File: src/rtl/alloc_pkg.sv
package alloc_pkg;

  typedef enum logic [2:0] {
    K_ALU    = 3'd0,
    K_LOAD   = 3'd1,
    K_STA    = 3'd2,
    K_STD    = 3'd3,
    K_LFENCE = 3'd4,
    K_SFENCE = 3'd5,
    K_NOP    = 3'd6,
    K_TRAP   = 3'd7
  } uopKind_e;

  typedef enum logic [2:0] {
    ST_NONE  = 3'd0,
    ST_DRAIN = 3'd1,
    ST_ROB   = 3'd2,
    ST_LDQ   = 3'd3,
    ST_STQ   = 3'd4,
    ST_RS    = 3'd5
  } stall_e;

  // Strobes from control to datapath, one per slot
  typedef struct packed {
    logic grant;    // slot allocated this cycle
    logic execute;  // slot goes through issue and needs a port
  } slotStrobe_t;

  function automatic logic kindExecutes(input logic [2:0] k);
    return (k == K_ALU) || (k == K_LOAD) || (k == K_STA) || (k == K_STD);
  endfunction

endpackage

File: src/rtl/alloc_ctrl.sv
module alloc_ctrl
  import alloc_pkg::*;
#(
  parameter int SLOTS = 2,
  parameter int CNT_W = 4
) (
  input  logic                    clk,
  input  logic                    rstN,
  input  logic [SLOTS-1:0]        slotValid,
  input  logic [SLOTS-1:0][2:0]   slotKind,
  input  logic [SLOTS-1:0]        slotFuseBody,
  input  logic [CNT_W-1:0]        robFree,
  input  logic [CNT_W-1:0]        ldqFree,
  input  logic [CNT_W-1:0]        stqFree,
  input  logic [CNT_W-1:0]        rsFree,
  input  logic                    robEmpty,
  input  logic                    drainMode,
  input  logic                    drainStart,
  output slotStrobe_t [SLOTS-1:0] strobe,
  output logic [SLOTS-1:0]        robIns,
  output logic [SLOTS-1:0]        ldqIns,
  output logic [SLOTS-1:0]        stqIns,
  output logic [SLOTS-1:0]        stqFill,
  output logic [SLOTS-1:0]        rsIns,
  output logic [SLOTS-1:0]        issueNow,
  output logic [SLOTS-1:0]        completeNow,
  output logic [2:0]              stallCode,
  output logic                    drainBusy
);

  localparam int USE_W = CNT_W + 1;

  logic   drainHold;
  stall_e code;

  assign drainHold = drainBusy && !robEmpty;
  assign stallCode = code;

  // Drain state: set by a recovery in drain mode, cleared once the ROB empties
  always_ff @(posedge clk) begin
    if (!rstN) begin
      drainBusy <= 1'b0;
    end else if (drainStart && drainMode) begin
      drainBusy <= 1'b1;
    end else if (drainBusy && robEmpty) begin
      drainBusy <= 1'b0;
    end
  end

  // Ordered resource checks chained across slots
  always_comb begin : checkChain
    logic [USE_W-1:0] usedRob, usedLdq, usedStq, usedRs;
    logic             halted;
    logic             wantRob, wantLdq, wantStq, wantRs, runs;
    logic [2:0]       k;
    usedRob = '0;
    usedLdq = '0;
    usedStq = '0;
    usedRs  = '0;
    halted  = drainHold;
    code    = drainHold ? ST_DRAIN : ST_NONE;
    for (int i = 0; i < SLOTS; i++) begin
      strobe[i]      = '0;
      robIns[i]      = 1'b0;
      ldqIns[i]      = 1'b0;
      stqIns[i]      = 1'b0;
      stqFill[i]     = 1'b0;
      rsIns[i]       = 1'b0;
      issueNow[i]    = 1'b0;
      completeNow[i] = 1'b0;
      k       = slotKind[i];
      runs    = kindExecutes(k);
      wantRob = !slotFuseBody[i];
      wantLdq = (k == K_LOAD) || (k == K_LFENCE);
      wantStq = (k == K_STA) || (k == K_SFENCE);
      wantRs  = runs && !slotFuseBody[i];
      if (!halted && slotValid[i]) begin
        if (wantRob && (usedRob >= {1'b0, robFree})) begin
          code   = ST_ROB;
          halted = 1'b1;
        end else if (wantLdq && (usedLdq >= {1'b0, ldqFree})) begin
          code   = ST_LDQ;
          halted = 1'b1;
        end else if (wantStq && (usedStq >= {1'b0, stqFree})) begin
          code   = ST_STQ;
          halted = 1'b1;
        end else if (wantRs && (usedRs >= {1'b0, rsFree})) begin
          code   = ST_RS;
          halted = 1'b1;
        end else begin
          strobe[i].grant   = 1'b1;
          strobe[i].execute = runs;
          robIns[i]  = wantRob;
          ldqIns[i]  = wantLdq;
          stqIns[i]  = wantStq;
          stqFill[i] = (k == K_STD);
          rsIns[i]   = wantRs;
          issueNow[i]    = !runs;
          completeNow[i] = !runs && (k != K_LFENCE);
          usedRob = usedRob + USE_W'(wantRob);
          usedLdq = usedLdq + USE_W'(wantLdq);
          usedStq = usedStq + USE_W'(wantStq);
          usedRs  = usedRs  + USE_W'(wantRs);
        end
      end
    end
  end

endmodule

File: src/rtl/alloc_dp.sv
module alloc_dp
  import alloc_pkg::*;
#(
  parameter int SLOTS       = 2,
  parameter int NUM_PORTS   = 4,
  parameter int NUM_CLASSES = 4,
  parameter int NUM_SRC     = 2,
  parameter int TIME_W      = 16,
  parameter int LOAD_W      = 3,
  parameter logic [NUM_CLASSES*NUM_PORTS-1:0] CLASS_PORTS = 16'b0011_1000_0100_1011,
  localparam int PORT_W     = (NUM_PORTS > 1) ? $clog2(NUM_PORTS) : 1,
  localparam int CLS_W      = (NUM_CLASSES > 1) ? $clog2(NUM_CLASSES) : 1
) (
  input  logic                                  clk,
  input  logic                                  rstN,
  input  logic                                  loadClr,
  input  slotStrobe_t [SLOTS-1:0]               strobe,
  input  logic [SLOTS-1:0][CLS_W-1:0]           slotClass,
  input  logic [SLOTS-1:0][NUM_SRC-1:0]         srcLive,
  input  logic [SLOTS-1:0][NUM_SRC-1:0][TIME_W-1:0] srcTime,
  input  logic [TIME_W-1:0]                     curTime,
  output logic [SLOTS-1:0][PORT_W-1:0]          portSel,
  output logic [SLOTS-1:0][TIME_W-1:0]          readyTime
);

  localparam logic [LOAD_W-1:0] LOAD_MAX = '1;

  logic [LOAD_W-1:0] loadCnt  [NUM_PORTS];
  logic [LOAD_W-1:0] loadNext [NUM_PORTS];

  // Least-loaded selection; each slot sees the loads left by the slots before it
  always_comb begin : bindChain
    logic [LOAD_W-1:0] view [NUM_PORTS];
    logic [LOAD_W-1:0] bestLoad;
    int                best;
    logic              found;
    for (int p = 0; p < NUM_PORTS; p++) view[p] = loadCnt[p];
    for (int i = 0; i < SLOTS; i++) begin
      best     = 0;
      bestLoad = '0;
      found    = 1'b0;
      if (strobe[i].grant && strobe[i].execute) begin
        for (int p = 0; p < NUM_PORTS; p++) begin
          if (CLASS_PORTS[int'(slotClass[i])*NUM_PORTS + p] &&
              (!found || (view[p] < bestLoad))) begin
            best     = p;
            bestLoad = view[p];
            found    = 1'b1;
          end
        end
        if (found && (view[best] != LOAD_MAX)) begin
          view[best] = view[best] + 1'b1;
        end
      end
      portSel[i] = PORT_W'(best);
    end
    for (int p = 0; p < NUM_PORTS; p++) loadNext[p] = view[p];
  end

  always_ff @(posedge clk) begin
    for (int p = 0; p < NUM_PORTS; p++) begin
      if (!rstN || loadClr) loadCnt[p] <= '0;
      else                  loadCnt[p] <= loadNext[p];
    end
  end

  // Ready time per slot
  for (genvar gi = 0; gi < SLOTS; gi++) begin : g_ready
    always_comb begin
      logic [TIME_W-1:0] latest;
      logic [TIME_W-1:0] cand;
      latest = '0;
      for (int s = 0; s < NUM_SRC; s++) begin
        cand = srcLive[gi][s] ? srcTime[gi][s] : curTime;
        if (cand > latest) latest = cand;
      end
      readyTime[gi] = strobe[gi].execute ? latest : curTime;
    end
  end

endmodule

File: src/rtl/alloc_stage.sv
module alloc_stage
  import alloc_pkg::*;
#(
  parameter int SLOTS       = 2,
  parameter int NUM_PORTS   = 4,
  parameter int NUM_CLASSES = 4,
  parameter int NUM_SRC     = 2,
  parameter int TIME_W      = 16,
  parameter int CNT_W       = 4,
  parameter int LOAD_W      = 3,
  parameter logic [NUM_CLASSES*NUM_PORTS-1:0] CLASS_PORTS = 16'b0011_1000_0100_1011,
  localparam int PORT_W     = (NUM_PORTS > 1) ? $clog2(NUM_PORTS) : 1,
  localparam int CLS_W      = (NUM_CLASSES > 1) ? $clog2(NUM_CLASSES) : 1
) (
  input  logic                                      clk,
  input  logic                                      rstN,
  input  logic [TIME_W-1:0]                         curTime,
  input  logic [SLOTS-1:0]                          slotValid,
  input  logic [SLOTS-1:0][2:0]                     slotKind,
  input  logic [SLOTS-1:0]                          slotFuseBody,
  input  logic [SLOTS-1:0][CLS_W-1:0]               slotClass,
  input  logic [SLOTS-1:0][NUM_SRC-1:0]             srcLive,
  input  logic [SLOTS-1:0][NUM_SRC-1:0][TIME_W-1:0] srcTime,
  input  logic [CNT_W-1:0]                          robFree,
  input  logic [CNT_W-1:0]                          ldqFree,
  input  logic [CNT_W-1:0]                          stqFree,
  input  logic [CNT_W-1:0]                          rsFree,
  input  logic                                      robEmpty,
  input  logic                                      drainMode,
  input  logic                                      drainStart,
  input  logic                                      loadClr,
  output logic [SLOTS-1:0]                          slotDone,
  output logic [SLOTS-1:0]                          robIns,
  output logic [SLOTS-1:0]                          ldqIns,
  output logic [SLOTS-1:0]                          stqIns,
  output logic [SLOTS-1:0]                          stqFill,
  output logic [SLOTS-1:0]                          rsIns,
  output logic [SLOTS-1:0]                          portVld,
  output logic [SLOTS-1:0][PORT_W-1:0]              portSel,
  output logic [SLOTS-1:0][TIME_W-1:0]              readyTime,
  output logic [SLOTS-1:0]                          issueNow,
  output logic [SLOTS-1:0]                          completeNow,
  output logic [2:0]                                stallCode,
  output logic                                      drainBusy
);

  slotStrobe_t [SLOTS-1:0] strobe;

  for (genvar gi = 0; gi < SLOTS; gi++) begin : g_strobe
    assign slotDone[gi] = strobe[gi].grant;
    assign portVld[gi]  = strobe[gi].grant & strobe[gi].execute;
  end

  alloc_ctrl #(
    .SLOTS (SLOTS),
    .CNT_W (CNT_W)
  ) u_ctrl (
    .clk          (clk),
    .rstN         (rstN),
    .slotValid    (slotValid),
    .slotKind     (slotKind),
    .slotFuseBody (slotFuseBody),
    .robFree      (robFree),
    .ldqFree      (ldqFree),
    .stqFree      (stqFree),
    .rsFree       (rsFree),
    .robEmpty     (robEmpty),
    .drainMode    (drainMode),
    .drainStart   (drainStart),
    .strobe       (strobe),
    .robIns       (robIns),
    .ldqIns       (ldqIns),
    .stqIns       (stqIns),
    .stqFill      (stqFill),
    .rsIns        (rsIns),
    .issueNow     (issueNow),
    .completeNow  (completeNow),
    .stallCode    (stallCode),
    .drainBusy    (drainBusy)
  );

  alloc_dp #(
    .SLOTS       (SLOTS),
    .NUM_PORTS   (NUM_PORTS),
    .NUM_CLASSES (NUM_CLASSES),
    .NUM_SRC     (NUM_SRC),
    .TIME_W      (TIME_W),
    .LOAD_W      (LOAD_W),
    .CLASS_PORTS (CLASS_PORTS)
  ) u_dp (
    .clk       (clk),
    .rstN      (rstN),
    .loadClr   (loadClr),
    .strobe    (strobe),
    .slotClass (slotClass),
    .srcLive   (srcLive),
    .srcTime   (srcTime),
    .curTime   (curTime),
    .portSel   (portSel),
    .readyTime (readyTime)
  );

endmodule

File: config.mk
export PLATFORM = sky130hd
export DESIGN_NAME = alloc_stage
export DESIGN_NICKNAME = d
export VERILOG_FILES = /design/src/rtl/alloc_pkg.sv /design/src/rtl/alloc_ctrl.sv /design/src/rtl/alloc_dp.sv /design/src/rtl/alloc_stage.sv
export SDC_FILE = /design/constraint.sdc
export NUM_CORES = 1
export LEC_CHECK = 0
export CAP_MARGIN = 10
export CORE_MARGIN = 2
export CORE_UTILIZATION = 46
export CTS_BUF_LIST = sky130_fd_sc_hd__clkbuf_8
export DETAILED_ROUTE_END_ITERATION = 8
export GPL_TIMING_DRIVEN = 1
export PLACE_DENSITY = 0.82
export RECOVER_POWER = 25
export SYNTH_ARGS = -nofsm -noshare
export SYNTH_HDL_FRONTEND = slang
export SYNTH_SLANG_ARGS = --single-unit
File: constraint.sdc
create_clock -name clk -period 10.7 [get_ports clk]
set_input_delay 1.605 -clock clk [delete_from_list [all_inputs] [get_ports clk]]
set_output_delay 1.605 -clock clk [all_outputs]
set_load 0.005 [all_outputs]
==> summary.md <==
| Metric | Value |
|---|---|
| Die W | 103 um |
| Slew HR | 31.7% |
| Clock slew at reported path FFs | 0.06 ns |
| Outcome | finished clean |
| Total die area | 0.0105 mm^2 |
| Area leader, netlist | ha_1 |
| Setup CP Type | input pin to output pin |
| Tcrit/Tclk final | 98.3% |
| XOR/XNOR Fraction of Synth Area | 0.392% |
| RSZ-0062 raised after global routing | yes |
| Clk buf depth | 2 |
| Placed Cells | 881 |
| Area Overhead vs Synth | 51.9% |
| Peak supply drop | 0.0352 mV |
| CTS Sinks | 13 |
| Sequential Power Share | 12.3% |
| Synth cell types | 70 |
| Starting Density | around 48% |
| Ys flop type | dfxtp_1 |
| Clock share of power | a little over a tenth |
| Final ANT Viol Nets | 0 |
| Register area share after synthesis | 5.82% |
| Initial antenna violation count | 0 |
| Ports | 178 |
| Core Area | 0.00933 mm^2 |
| Most common cell on crit path | buf_4 |
| Drc violations | 0 |
| Arrival time of the worst setup path | around 9 ns |
| CTS buffer count | 3 |
| Synthesized-area fraction occupied by and/or/nand/nor cells | 23.0% |
| CP Capture Type | output pin |
| RR Endpoint | u_dp.loadCnt[0][2]$_SDFF_PP0_ |
| Synth warn | 0 |
| CTS tree | yes |
| Min Hold Slack | 0.682 ns |
| Fraction of layout cells with a size suffix above 1 | 15.5% |
| Pins over their slew limit | 0 |
| Syn_nets | 758 |
| Static Leak | 2.82 nW |
| Grt total ovfl | 0 |
| 1st-iter DRT viols | 367 |
| Hpwl dp | 14.1 mm |
| Largest family of logic cells by synthesized area | compound AO/OA/AOI/OAI gates |
| Cell Int Power | 0.000240 W |
| Later-pin clock latency in the skew report | 0.25 ns |
| Rows | 35 |
| Post-synth top area share | between 10 and 15% |
| Achievable Freq | 0.0951 GHz |
| Routability-driven placement congestion ratio | around 0.9 |
| Largest cells by area after synthesis | ha_1 15%, mux2_2 9.8%, mux2i_1 8.7% |
| Pin count of the biggest net entering global routing | 37 |
| GRT Overall Usage | 33.3% |
| Slowest CP cell | clkdlybuf4s50_1 |
| Vias in the first global route | 5871 |
| Avg WL per Cell | around 20 um |
| Gate power share | 77.1% |
| IO Port Bufs | 177 |
| Crit path from | slotClass[0] |
| First-pass GRT wire length | ~28 mm |
| #FFs+latches synth | 13 |
| Worst hold path class | register to register |
| Crit-path max cell delay | about 0.49 ns |
| End of the critical path | portSel[2] |
| Clock Skew | 0.0123 ns |
| Post-Syn Area | 0.00447 mm^2 |
| Post-Layout Cell Count | 911 |
| Commonest cells after routing, fill and taps aside | 167 x clkdlybuf4s50_1, 66 x nand2_1, 48 x ha_1 |
| Worst slack, placed | -0.284 ns |
| Async set-reset flop share out of synthesis | 0% |
| Post-synthesis adder-cell area fraction | 14.6% |
| Vias/cell | 6.28 |
| Die Span Y | roughly 100 um |
| H-tree Lvls | 1 |
| DR vias | between 5k and 6k |
| Final setup viols | 0 |
| DRT Pass-1 Iters | 5 |
| Final setup margin | roughly 0.18 ns |
| R2R Setup Slk | roughly 2.2 ns |
| Reg2reg start | u_dp.loadCnt[1][2]$_SDFF_PP0_ |
| Final Hold Viols | 0 |
| CP Max Fanout | 5 |
| Post-Route WL | approximately 18 mm |
| Tmin final | 10.52 ns |
| Final nets | around 950 |
| Worst slew pin tran | between 1 and 1.5 ns |
| CP required | 9.10 ns |
| Compound-Gate Fraction of Synth Area | 32.2% |
| Mux contribution to synthesized area | 19.1% |
| Reg2Reg Depth | 44 |
| PD cells | 61.1 mW/mm^2 |
| Switch Pwr | roughly 0.00017 W |
| Commonest non-fill, non-tap cell in the layout | clkdlybuf4s50_1 |
| Max-cap viol count | 0 |
| Setup crit start kind | input pin |
| Sw Share | between 40 and 50% |
| Clock root buffer | clkbuf_8 |
| Cts-stage hold buffer count | 0 |
| Post-Syn Instances | between 500 and 600 |
| Post-synth EDFFs | 0 |
| Syn_area_per_cell | around 7.6 um^2 |
==> flip-flops by register name, indices dropped and copies added, names as in the netlist <==
name / flops
u_dp.loadCnt: 12
u_ctrl.drainBusy: 1
==> worst min path at each step <==
stage | slack (ns) | cells after the start | to | from
after floorplan | 0.60 | 2 | u_ctrl.drainBusy$_SDFFE_PN0P_ | u_ctrl.drainBusy$_SDFFE_PN0P_
after global placement | 0.66 | 2 | u_ctrl.drainBusy$_SDFFE_PN0P_ | u_ctrl.drainBusy$_SDFFE_PN0P_
after detailed placement | 0.67 | 2 | u_ctrl.drainBusy$_SDFFE_PN0P_ | u_ctrl.drainBusy$_SDFFE_PN0P_
after CTS | 0.68 | 2 | u_ctrl.drainBusy$_SDFFE_PN0P_ | u_ctrl.drainBusy$_SDFFE_PN0P_
after global routing | 0.72 | 2 | u_ctrl.drainBusy$_SDFFE_PN0P_ | u_ctrl.drainBusy$_SDFFE_PN0P_
final | 0.68 | 2 | u_ctrl.drainBusy$_SDFFE_PN0P_ | u_ctrl.drainBusy$_SDFFE_PN0P_
==> layout make-up <==
cell class / count / area [um^2]
Clock inverter: 1 / 3.75
Inverter: 22 / 82.6
Sequential cell: 13 / 260
Clock buffer: 3 / 41.3
Fill cell: 800 / 2540
Multi-Input combinational cell: 519 / 4110
Timing Repair Buffer: 223 / 2120
Antenna cell: 1 / 2.50
Tap cell: 129 / 161
==> Yosys cell counts, drive strengths merged, types with 8 or more instances <==
library cell,instances
nor2,40
nand2,67
mux2,41
nor4,11
nand3,9
a21oi,24
mux2i,39
nand4,9
o21ai,24
a21o,14
inv,22
buf,8
o21a,12
o311ai,17
clkbuf,24
a211oi,25
dfxtp,13
and2,8
a221o,16
o2111ai,16
nor3,13
ha,52
==> power by group through the flow <==
stage	Clock (W)	Combinational (W)	Sequential, W
5_1_grt	0.0000473	0.000344	0.0000511
3_5_place_dp	0	0.000294	0.0000520
3_3_place_gp	0	0.000290	0.0000521
4_1_cts	0.0000445	0.000309	0.0000510
6_report	0.0000439	0.000320	0.0000511
2_1_floorplan	0	0.000156	0.0000515
==> critical path: cells and delay by family <==
| kind | cells | cell delay (ns) |
|---|---|---|
| AND/OR/NAND/NOR | 8 | 1.16 |
| multiplexers | 1 | 0.35 |
| AO/OA/AOI/OAI | 13 | 2.69 |
| buffers and inverters | 12 | 1.62 |
| adder cells (fa/ha/maj) | 6 | 1.45 |
==> kinds of logic (layout without fill, tap and decap cells) <==
family | Yosys count | count (layout)
other | 0 | 1
muxes | 80 | 80
DFF | 13 | 13
and+or+nand+nor | 197 | 197
AOI/OAI and AO/OA | 188 | 188
adders and majority gates | 52 | 52
xor gates and xnor gates | 2 | 2
buffers and inverters | 54 | 249
==> metrics by stage <==
step	utilization, %	area (um^2)	TNS (ns)	power (W)
floorplan	-	4470	0	0.000208
global placement	68.9	6430	0	0.000342
detailed placement	68.9	6430	-0.538	0.000346
CTS	71.5	6670	0	0.000405
global route	72.7	6790	-0.0675	0.000442
finish	72.8	6790	0	0.000415
==> per-layer routing <==
metal	track usage (%)	vias to the layer above	wire length [um]
li1	-	2707	-
met3	4.81	68	1460
met2	58.6	318	8700
met1	39.2	2629	7080
met4	17.4	0	871
met5	0	-	0
==> timing repair <==
| item | 4_1_cts | 5_1_grt |
|---|---|---|
| gates cloned | 0 | 0 |
| endpoints found under the hold margin | 0 | 0 |
| setup buffers | 16 | 9 |
| pin swaps | 7 | 13 |
| endpoints found under the setup margin | 2 | 3 |
| resized for setup | 14 | 16 |
(Power assumes the default switching activity.)
